`config.mk`:
```
export PLATFORM = sky130hd
export DESIGN_NAME = tte_engine
export DESIGN_NICKNAME = d
export VERILOG_FILES = /design/src/rtl/tte_pkg.sv /design/src/rtl/tte_precheck.sv /design/src/rtl/tte_table.sv /design/src/rtl/tte_notify.sv /design/src/rtl/tte_engine.sv
export SDC_FILE = /design/constraint.sdc
export NUM_CORES = 2
export LEC_CHECK = 0
export ABC_AREA = 0
export BUFFER_PORTS_ARGS = -buffer_cell sky130_fd_sc_hd__buf_2
export CAP_MARGIN = 15
export CORE_UTILIZATION = 60
export DETAILED_ROUTE_END_ITERATION = 10
export GPL_TIMING_DRIVEN = 1
export HOLD_SLACK_MARGIN = 0.15
export PLACE_DENSITY = 0.87
export SETUP_SLACK_MARGIN = 0.02
export SLEW_MARGIN = 20
export SYNTH_ARGS = -nofsm -noshare
export SYNTH_HDL_FRONTEND = slang
export SYNTH_SLANG_ARGS = --single-unit
export TNS_END_PERCENT = 50
```
`constraint.sdc`:
```
create_clock -name clk -period 5.1 [get_ports clk]
set_clock_uncertainty 0.2 [all_clocks]
set_input_delay 0 -clock clk [delete_from_list [all_inputs] [get_ports clk]]
set_output_delay 0 -clock clk [all_outputs]
set_load 0.005 [all_outputs]
```
`src/rtl/tte_pkg.sv`:
```
package tte_pkg;

  typedef enum logic [1:0] {
    OP_PUT  = 2'd0,
    OP_GET  = 2'd1,
    OP_FILL = 2'd2,
    OP_LIST = 2'd3
  } tte_op_e;

  localparam logic ST_OK    = 1'b0;
  localparam logic ST_PARAM = 1'b1;

  // Mask that clears the in-page bits for a page of 2**sh bytes.
  function automatic logic [63:0] pg_mask(input int unsigned sh);
    return ~((64'd1 << sh) - 64'd1);
  endfunction

  // Slot number of a masked bus address within the window.
  function automatic logic [63:0] slot_of(input logic [63:0] addr,
                                          input logic [63:0] base,
                                          input int unsigned sh);
    return (addr - base) >> sh;
  endfunction

  // Memory bytes arrive in address order; the first byte is most significant.
  function automatic logic [63:0] be64_swap(input logic [63:0] w);
    logic [63:0] r;
    for (int k = 0; k < 8; k++) r[8*k +: 8] = w[8*(7-k) +: 8];
    return r;
  endfunction

  function automatic logic [1:0] perm_of(input logic [63:0] e);
    return e[1:0];
  endfunction

endpackage

```
`src/rtl/tte_precheck.sv`:
```
module tte_precheck import tte_pkg::*; #(
  parameter logic [31:0] TABLE_ID   = 32'h8000_0001,
  parameter int          ENTRIES    = 16,
  parameter int          MAX_LIST   = 512,
  parameter int          LIST_ALIGN = 12,
  parameter int          CNT_W      = 32
) (
  input  tte_op_e               op,
  input  logic [63:0]           id,
  input  logic [LIST_ALIGN-1:0] list_lo,
  input  logic [CNT_W-1:0]      count,
  output logic                  reject
);
  logic id_bad;
  logic count_bad;

  always_comb begin
    id_bad = (id[63:32] != 32'd0) || (id[31:0] != TABLE_ID);
    case (op)
      OP_FILL: count_bad = (count == '0) || (count > CNT_W'(ENTRIES));
      OP_LIST: count_bad = (count == '0) || (count > CNT_W'(MAX_LIST)) ||
                           (list_lo != '0);
      default: count_bad = 1'b0;
    endcase
    reject = id_bad || count_bad;
  end
endmodule

```
`src/rtl/tte_table.sv`:
```
module tte_table #(
  parameter int ENTRIES = 16,
  parameter int IDX_W   = 4
) (
  input  logic             clk,
  input  logic             rst_n,
  input  logic             we,
  input  logic [IDX_W-1:0] widx,
  input  logic [63:0]      wdata,
  input  logic [IDX_W-1:0] ridx,
  output logic [63:0]      rdata
);
  logic [63:0] slots [ENTRIES];

  always_ff @(posedge clk or negedge rst_n) begin
    if (!rst_n) begin
      for (int i = 0; i < ENTRIES; i++) slots[i] <= '0;
    end else if (we) begin
      slots[widx] <= wdata;
    end
  end

  assign rdata = slots[ridx];
endmodule

```
`src/rtl/tte_notify.sv`:
```
module tte_notify import tte_pkg::*; #(
  parameter int PAGE_SHIFT = 12
) (
  input  logic        clk,
  input  logic        rst_n,
  input  logic        fire,
  input  logic [63:0] off_addr,
  input  logic [63:0] entry,
  output logic        note_valid,
  output logic [63:0] note_iova,
  output logic [63:0] note_xlat,
  output logic [63:0] note_mask,
  output logic [1:0]  note_perm
);
  localparam logic [63:0] PMASK = pg_mask(PAGE_SHIFT);

  always_ff @(posedge clk or negedge rst_n) begin
    if (!rst_n) begin
      note_valid <= 1'b0;
      note_iova  <= '0;
      note_xlat  <= '0;
      note_mask  <= '0;
      note_perm  <= '0;
    end else begin
      note_valid <= fire;
      if (fire) begin
        note_iova <= off_addr & PMASK;
        note_xlat <= entry & PMASK;
        note_mask <= ~PMASK;
        note_perm <= perm_of(entry);
      end
    end
  end
endmodule

```
`src/rtl/tte_engine.sv`:
```
module tte_engine import tte_pkg::*; #(
  parameter logic [31:0] TABLE_ID   = 32'h8000_0001,
  parameter int          ENTRIES    = 16,
  parameter int          PAGE_SHIFT = 12,
  parameter logic [63:0] WIN_BASE   = 64'h0000_0000_0001_0000,
  parameter int          MAX_LIST   = 512,
  parameter int          CNT_W      = 32
) (
  input  logic             clk,
  input  logic             rst_n,
  input  logic             cmd_valid,
  output logic             cmd_ready,
  input  logic [1:0]       cmd_op,
  input  logic [63:0]      cmd_id,
  input  logic [63:0]      cmd_addr,
  input  logic [63:0]      cmd_val,
  input  logic [CNT_W-1:0] cmd_count,
  output logic             done,
  output logic             status,
  output logic [63:0]      result,
  output logic             mem_req,
  output logic [63:0]      mem_addr,
  input  logic             mem_rvalid,
  input  logic [63:0]      mem_rdata,
  output logic             note_valid,
  output logic [63:0]      note_iova,
  output logic [63:0]      note_xlat,
  output logic [63:0]      note_mask,
  output logic [1:0]       note_perm
);
  localparam int          IDX_W      = (ENTRIES > 1) ? $clog2(ENTRIES) : 1;
  localparam int          LIST_ALIGN = 12;
  localparam logic [63:0] PMASK      = pg_mask(PAGE_SHIFT);
  localparam logic [63:0] PSIZE      = 64'd1 << PAGE_SHIFT;

  typedef enum logic [1:0] {S_IDLE, S_FETCH, S_WAIT, S_EXEC} seq_e;

  seq_e             state;
  tte_op_e          op_q;
  logic [63:0]      addr_q;
  logic [63:0]      val_q;
  logic [63:0]      list_q;
  logic [CNT_W-1:0] left_q;

  // Named internal events
  tte_op_e     op_in;
  logic        accept;
  logic        reject;
  logic [63:0] slot;
  logic        slot_ok;
  logic        last_one;
  logic        wr_fire;
  logic [63:0] tbl_rdata;

  assign op_in     = tte_op_e'(cmd_op);
  assign cmd_ready = (state == S_IDLE);
  assign accept    = cmd_valid && cmd_ready;
  assign slot      = slot_of(addr_q, WIN_BASE, PAGE_SHIFT);
  assign slot_ok   = (slot < 64'(ENTRIES));
  assign last_one  = (left_q == CNT_W'(1));
  assign wr_fire   = (state == S_EXEC) && slot_ok && (op_q != OP_GET);
  assign mem_req   = (state == S_FETCH);
  assign mem_addr  = list_q;

  tte_precheck #(
    .TABLE_ID(TABLE_ID), .ENTRIES(ENTRIES), .MAX_LIST(MAX_LIST),
    .LIST_ALIGN(LIST_ALIGN), .CNT_W(CNT_W)
  ) u_pre (
    .op(op_in), .id(cmd_id), .list_lo(cmd_val[LIST_ALIGN-1:0]),
    .count(cmd_count), .reject(reject)
  );

  tte_table #(.ENTRIES(ENTRIES), .IDX_W(IDX_W)) u_tbl (
    .clk(clk), .rst_n(rst_n), .we(wr_fire),
    .widx(slot[IDX_W-1:0]), .wdata(val_q),
    .ridx(slot[IDX_W-1:0]), .rdata(tbl_rdata)
  );

  tte_notify #(.PAGE_SHIFT(PAGE_SHIFT)) u_note (
    .clk(clk), .rst_n(rst_n), .fire(wr_fire),
    .off_addr(addr_q - WIN_BASE), .entry(val_q),
    .note_valid(note_valid), .note_iova(note_iova), .note_xlat(note_xlat),
    .note_mask(note_mask), .note_perm(note_perm)
  );

  always_ff @(posedge clk or negedge rst_n) begin
    if (!rst_n) begin
      state  <= S_IDLE;
      op_q   <= OP_PUT;
      addr_q <= '0;
      val_q  <= '0;
      list_q <= '0;
      left_q <= '0;
      done   <= 1'b0;
      status <= ST_OK;
      result <= '0;
    end else begin
      done <= 1'b0;
      case (state)
        S_IDLE: begin
          if (accept) begin
            op_q   <= op_in;
            addr_q <= cmd_addr & PMASK;
            val_q  <= cmd_val;
            list_q <= cmd_val;
            left_q <= (op_in == OP_FILL || op_in == OP_LIST) ? cmd_count
                                                             : CNT_W'(1);
            if (reject) begin
              done   <= 1'b1;
              status <= ST_PARAM;
            end else begin
              state <= (op_in == OP_LIST) ? S_FETCH : S_EXEC;
            end
          end
        end
        S_FETCH: state <= S_WAIT;
        S_WAIT: begin
          if (mem_rvalid) begin
            val_q <= be64_swap(mem_rdata);
            state <= S_EXEC;
          end
        end
        S_EXEC: begin
          if (!slot_ok) begin
            done   <= 1'b1;
            status <= ST_PARAM;
            state  <= S_IDLE;
          end else if (op_q == OP_GET) begin
            result <= tbl_rdata;
            done   <= 1'b1;
            status <= ST_OK;
            state  <= S_IDLE;
          end else if (last_one) begin
            done   <= 1'b1;
            status <= ST_OK;
            state  <= S_IDLE;
          end else begin
            left_q <= left_q - CNT_W'(1);
            addr_q <= addr_q + PSIZE;
            list_q <= list_q + 64'd8;
            state  <= (op_q == OP_LIST) ? S_FETCH : S_EXEC;
          end
        end
        default: state <= S_IDLE;
      endcase
    end
  end
endmodule

```
# After elaboration in Yosys (flattened, before gate mapping)
# Cells that the tools add are included.
[totals]
reg_bits = 1426
inputBits = 294
word_cells = 126
[op_classes]
n_addsub = 4
n_reduce_logical = 22
mux = 46
eq_ne = 18
n_lt_le_gt_ge = 5
n_bitwise = 1
[ops]
columns = ["cell", "count"]
rows = [
  ["bitwise mux 1024 bit", 1],
  ["2-to-1 mux 64 bit", 12],
  ["one-hot mux 64 bit (2 select lines)", 3],
  ["binary-select mux 64 bit (select 4 bit)", 1],
  ["demux 64 bit (select 4 bit)", 1],
  ["2-to-1 mux 32 bit", 5],
  ["adder 64 x 13 -> 64 bit (second input constant)", 1],
  ["adder 64 x 4 -> 64 bit (second input constant)", 1],
  ["one-hot mux 32 bit (2 select lines)", 1],
  ["subtractor 64 x 17 -> 64 bit (second input constant)", 1],
  ["less-than comparator 52 x 5 -> 1 bit (second input constant)", 1],
  ["== test 32 x 1 -> 1 bit (second input constant)", 1],
  ["> comparator 32 x 10 -> 1 bit (second input constant)", 1],
  ["> comparator 32 x 5 -> 1 bit (second input constant)", 1],
  ["logical NOT 32 bit", 1],
  ["inequality test 32 bit (second input constant)", 1],
  ["nonzero test 32 bit", 1],
  ["subtractor 32 x 1 -> 32 bit (second input constant)", 1],
  ["2-to-1 mux 2 bit", 8],
  ["nonzero test 12 bit", 1],
  ["== test 2 bit (second input constant)", 5],
  ["2-to-1 mux 1 bit", 10],
  ["inequality test 2 bit (second input constant)", 5],
  ["AND reduction 3 bit", 3],
  ["other kinds (15)", 29],
]

# Depth between registers and ports, before layout
[logic_depth]
ltp_word = 8
depth_mapped = 14

# By module
# A second synthesis with hierarchy kept.
[unflattened]
cells_unflattened = 4876
hier_area_um2 = 67095.6
[modules_own_cells]
columns = ["module", "area_each_um2", "seq_area_each_um2", "instances", "cells_each"]
rows = [
  ["tte_table", 45867.7, 25624.6, 1, 2775],
  ["tte_engine", 16151.7, 7056.8, 1, 1743],
  ["tte_notify", 4759.6, 2702.6, 1, 315],
  ["tte_precheck", 316.6, 0.0, 1, 43],
]

# Least setup slack after synthesis
# OpenSTA, ideal clock, no wires.
[synth_path]
kind = "register to register"
startpoint = "register addr_q[16]"
endpoint = "register u_tbl.slots[783] (netlist bit)"
setup_time_ps = 125
path_stages_with_launch = 15
setup_slack_ps = 1435
t_arrival_ps = 3340
cell_sequence = "dfrtp_1 inv_1 ha_1 nor4b_1 nand4_1 nor3_2 nand2_1 a22o_1 nand4bb_1 nor2_2 buf_4 and3_1 buf_4 buf_6 mux2_2"
[synth_between]
elab_chain_len = 4
[synth_lines]
columns = ["element", "line_no", "rtl"]
rows = [
  ["start: declaration", "tte_engine.sv:40", "logic [63:0] addr_q;"],
  ["start signal: assignment", "tte_engine.sv:103", "addr_q <= cmd_addr & PMASK;"],
  ["start signal: assignment", "tte_engine.sv:139", "addr_q <= addr_q + PSIZE;"],
  ["subtractor 64 x 17 -> 64 bit", "tte_pkg.sv:22", "return (addr - base) >> sh;"],
  ["via slot[4]", "tte_engine.sv:49", "logic [63:0] slot;"],
  ["less-than comparator 52 x 5 -> 1 bit", "tte_engine.sv:59", "assign slot_ok = (slot < 64'(ENTRIES));"],
  ["logical AND 1 bit (2 in a row)", "tte_engine.sv:61", "assign wr_fire = (state == S_EXEC) && slot_ok && (op_q != OP_GET);"],
  ["end signal: indexed assignment", "tte_table.sv:19", "slots[widx] <= wdata;"],
  ["end: declaration", "tte_table.sv:13", "logic [63:0] slots [ENTRIES];"],
]
# The timed path passes the listed nets, and every way through them passes these cells.
# A chain may end at the register's enable or synchronous reset.

# Worst setup path after layout
[layout_path]
startpoint = "register addr_q[34]"
endpoint = "register left_q[20]"
[layout_between]
elab_chain_len = 4
[layout_lines]
columns = ["element", "line_no", "rtl"]
rows = [
  ["subtractor 64 x 17 -> 64 bit", "tte_pkg.sv:22", ""],
  ["less-than comparator 52 x 5 -> 1 bit", "tte_engine.sv:59", ""],
  ["inequality test 2 bit (no source line)", "-", ""],
  ["AND reduction 5 bit (no source line)", "-", ""],
  ["end signal: assignment", "tte_engine.sv:106", "left_q <= (op_in == OP_FILL || op_in == OP_LIST) ? cmd_count"],
  ["end signal: assignment", "tte_engine.sv:138", "left_q <= left_q - CNT_W'(1);"],
  ["end: declaration", "tte_engine.sv:43", "logic [CNT_W-1:0] left_q;"],
]
# No other way between the ends.

==> Flow_metrics.wiki <==
{| class="wikitable"
! Metric !! Value
|-
| Status || finished clean
|-
| CP delay by family, top || simple AND/OR/NAND/NOR gates
|-
| Final Util || 73.99%
|-
| Min Tclk post-route || 4.909 ns
|-
| Footprint of the multi-input gates || 28100 µm²
|-
| Top-area cell type share of the netlist area || 53.80%
|-
| Accumulated negative setup slack || 0 ns
|-
| Number of nets in the finished design || 6025
|-
| Sequential fraction of the synthesis area || 53.80%
|-
| Number of rows created at floorplan || 121
|-
| Fin. Hold Viols || 0
|-
| Worst endpoint data arrival time || 5.44 ns
|-
| Hold crit path type || input port to register
|-
| Critical path type || register to register
|-
| Final critical-path share of the clock period || 96.25%
|-
| Actual transition at the worst max-transition pin || 1.154 ns
|-
| Leading register cell type out of synthesis || sky130_fd_sc_hd__dfrtp_1
|-
| Vias in the first global route || 52714
|-
| Wirelength per Cell || 31.77 µm
|-
| Global-route wire length before repair || 341300 µm
|-
| Hold slack || 0.1898 ns
|-
| Total half-perimeter wirelength after legalization and detailed placement || 123500 µm
|-
| Maximum count of clock buffers along a single path || 3
|-
| Footprint of the flip-flops and latches || 35400 µm²
|-
| Synthesized area per cell || 13.92 µm²
|-
| IR Drop Worst-Case VDD || 0.0007074 V
|-
| Count of input and output buffers || 532
|-
| Post-synthesis to final-layout area growth || 22.28%
|-
| Cell types with the highest counts after synthesis || sky130_fd_sc_hd__dfrtp_1, sky130_fd_sc_hd__mux2_2, sky130_fd_sc_hd__nand2_1, sky130_fd_sc_hd__mux4_2, sky130_fd_sc_hd__mux2_1
|-
| Pre-antenna DRT Iters || 9
|-
| Required time of the critical path || 5.63 ns
|-
| Top-level port count || 621
|-
| Die area || 110900 µm²
|-
| Horizontal die dimension || 333.1 µm
|-
| Core Region || 108700 µm²
|-
| Max FO, Critical Path || 29
|-
| Largest stage delay, worst path || 0.56 ns
|-
| Worst path bufs/invs || 2
|-
| Fill cell count || 5960
|-
| Unrepaired setup endpoints after global routing || no
|-
| Routability cong. || 0.9330
|-
| Deepest level of the CTS H-tree || 4
|-
| Routed Antenna Nets || 0
|-
| Sum of overflow across all layers after global routing || 0
|-
| Total clock buffers created by CTS || 146
|-
| Worst setup SP type || register
|-
| Critical path, cell by cell || nor4_1, nand2_1, nor4_1, a21boi_0, a2111oi_2, nand4_1, buf_6, or3_4, or4_1, nand4_1, dlygate4sd3_1
|-
| Total via count in the routed design || 50082
|-
| Post-synthesis async set-or-reset flop share || 100.0%
|-
| Root buffer selected by CTS || sky130_fd_sc_hd__clkbuf_16
|-
| TritonCTS Sinks || 1414
|-
| Slowest cell on crit path || sky130_fd_sc_hd__nor4_1
|-
| Pin count of the biggest net entering global routing || 151
|-
| TritonCTS clock tree || done
|-
| Post-synth EDFFs || 0
|-
| # setup viols final || 0
|-
| Die Height || 333.1 µm
|-
| Drt total wl || 230800 µm
|-
| Overall Power || 36.38 mW
|-
| Number of standard cells in the final layout excluding fillers || 7266
|-
| Number of DRC violations after detailed routing || 0
|-
| Cell with the most instances after synthesis || sky130_fd_sc_hd__dfrtp_1
|-
| Worst slew margin || 23.04%
|-
| Synth cell types || 80
|-
| Final Slew Violations || 0
|-
| Max_cap viols || 0
|-
| Post-DR vias/cell || 6.893
|-
| Count of placed standard cells including taps || 6385
|-
| LEAKAGE || 38.88 nW
|-
| Overall track demand over capacity in global routing || 41.85%
|-
| Iteration-0 DRC Markers || 6217
|-
| Antenna violations before repair || 29
|-
| Mapped Area || 65770 µm²
|-
| Proportion of layout cells with a drive suffix above 1 || 36.10%
|-
| Library cell with the largest summed area after synthesis || sky130_fd_sc_hd__dfrtp_1
|-
| Syn Inst Count || 4724
|-
| Largest cells by area after synthesis || sky130_fd_sc_hd__dfrtp_1, sky130_fd_sc_hd__mux2_2, sky130_fd_sc_hd__mux4_2
|-
| Later-pin clock latency in the skew report || 0.80 ns
|-
| Clock slew at reported path FFs || 0.06 ns
|-
| Synth Warn # || 0
|-
| Initial cell density of the core || 60.51%
|-
| Power density relative to cell area || 452.3 nW/µm²
|-
| Maximum clock frequency || 203.7 MHz
|-
| Endpoint class of the critical path || register
|-
| Number of synthesized register bits || 1414
|}
[timing repair]
item | 4_1_cts | 5_1_grt
setup endpoints to repair | 0 | 65
resized for setup | 0 | 5
buffers inserted | 0 | 3
hold buffers | 595 | 0
hold endpoints to repair | 1632 | 0
[through the flow]
stage	instance area [µm²]	setup slack [ns]
floorplan	66050	1.435
global placement	69440	0.4934
detailed placement	69440	0.4521
CTS	80330	0.04485
global route	80400	0.1062
finish	80430	0.1911
[placed cells by master (no fill, tap or decap), types with 10 or more instances in the layout]
master and instances:
sky130_fd_sc_hd__o211ai_1 21, sky130_fd_sc_hd__buf_4 63, sky130_fd_sc_hd__diode_2 24, sky130_fd_sc_hd__a22o_1 15, sky130_fd_sc_hd__or4_1 23, sky130_fd_sc_hd__nor4_1 45
sky130_fd_sc_hd__or3_1 34, sky130_fd_sc_hd__and3_1 55, sky130_fd_sc_hd__buf_12 50, sky130_fd_sc_hd__clkinv_2 17, sky130_fd_sc_hd__dfrtp_1 1410, sky130_fd_sc_hd__clkbuf_16 150
sky130_fd_sc_hd__nor3_1 79, sky130_fd_sc_hd__a21oi_1 95, sky130_fd_sc_hd__nand2_1 342, sky130_fd_sc_hd__a311oi_1 22, sky130_fd_sc_hd__mux2i_1 67, sky130_fd_sc_hd__a31oi_1 16
sky130_fd_sc_hd__and4_1 13, sky130_fd_sc_hd__clkbuf_8 34, sky130_fd_sc_hd__mux2_2 855, sky130_fd_sc_hd__conb_1 76, sky130_fd_sc_hd__clkbuf_1 34, sky130_fd_sc_hd__bufinv_16 10
sky130_fd_sc_hd__and2_1 61, sky130_fd_sc_hd__and3_4 15, sky130_fd_sc_hd__mux4_2 320, sky130_fd_sc_hd__nand2b_1 11, sky130_fd_sc_hd__mux2_1 240, sky130_fd_sc_hd__o31ai_1 13
sky130_fd_sc_hd__o21ai_0 35, sky130_fd_sc_hd__a211oi_1 28, sky130_fd_sc_hd__buf_2 531, sky130_fd_sc_hd__nor2_1 127, sky130_fd_sc_hd__dlygate4sd3_1 594, sky130_fd_sc_hd__o22ai_1 39
sky130_fd_sc_hd__nand3_1 76, sky130_fd_sc_hd__ha_1 12, sky130_fd_sc_hd__inv_1 18, sky130_fd_sc_hd__nand4_1 41
[cell families (layout without fill, tap and decap cells)]
family	after synthesis	count (layout)	synth area share, %
buf+inv	489	1518	4.189
compound gates	336	336	3.411
simple gates	976	976	7.448
xor+xnor	12	12	0.1598
mux	1482	1482	30.72
other cells	1	100	0.005701
flops	1414	1414	53.80
fa+ha+maj	14	14	0.2663
[final cells by class]
class	instances	share of cell area [%]
inverters	19	0.09023
well taps	1414	2.200
multi-input cells	2896	34.94
repair buffers	1240	12.58
clock inverters	41	0.7032
diodes	24	0.07467
flip-flops and latches	1414	44.01
clock buffers	218	5.407
[worst paths after layout]
kind                                 startpoint                   end  slack [ns]  cells past startpoint
min in group asynchronous                 rst_n      u_tbl.slots[421]        0.40                      4
hold / removal                        cmd_valid                  done        0.19                      5
setup / recovery                     addr_q[34]            left_q[20]        0.19                     11
hold reg to reg            u_note.note_xlat[36]  u_note.note_xlat[36]        0.26                      2
setup reg to reg                     addr_q[34]            left_q[20]        0.19                     11
max in group asynchronous                 rst_n  u_note.note_xlat[60]        3.52                      4
[power breakdown]
part	internal (mW)	switching (mW)	leakage (nW)
clock	6.43	4.71	2.41
sequential	12.1	2.41	19.3
combinational	4.35	6.37	17.2
total	22.9	13.5	38.9
[per-layer routing]
layer / wire length, µm / share of wire, % / GRT usage, %
met1: 76530 / 33 / 49.69
met2: 106300 / 46 / 63.47
met3: 29290 / 13 / 15.62
met4: 18530 / 8.0 / 28.91
met5: 179 / 0.078 / 0.2605
[sequential cells by signal (all words and copies together), names as in the netlist]
name               cells
u_tbl.slots         1024
left_q                32
op_q                   2
u_note.note_xlat      52
result                64
addr_q                52
u_note.note_mask       1
u_note.note_perm       2
state                  2
mem_addr              64
val_q                 64
status                 1
u_note.note_valid      1
u_note.note_iova      52
done                   1
[worst register-to-register path: stages, from the launching register on]
cell	delay, ns
sky130_fd_sc_hd__dfrtp_1	0.47
sky130_fd_sc_hd__nor4_1	0.56
sky130_fd_sc_hd__nand2_1	0.24
sky130_fd_sc_hd__nor4_1	0.41
sky130_fd_sc_hd__a21boi_0	0.19
sky130_fd_sc_hd__a2111oi_2	0.35
sky130_fd_sc_hd__nand4_1	0.34
sky130_fd_sc_hd__buf_6	0.34
sky130_fd_sc_hd__or3_4	0.57
sky130_fd_sc_hd__or4_1	0.52
sky130_fd_sc_hd__nand4_1	0.10
sky130_fd_sc_hd__dlygate4sd3_1	0.56
Note: power is estimated with default switching activity, not from simulation.
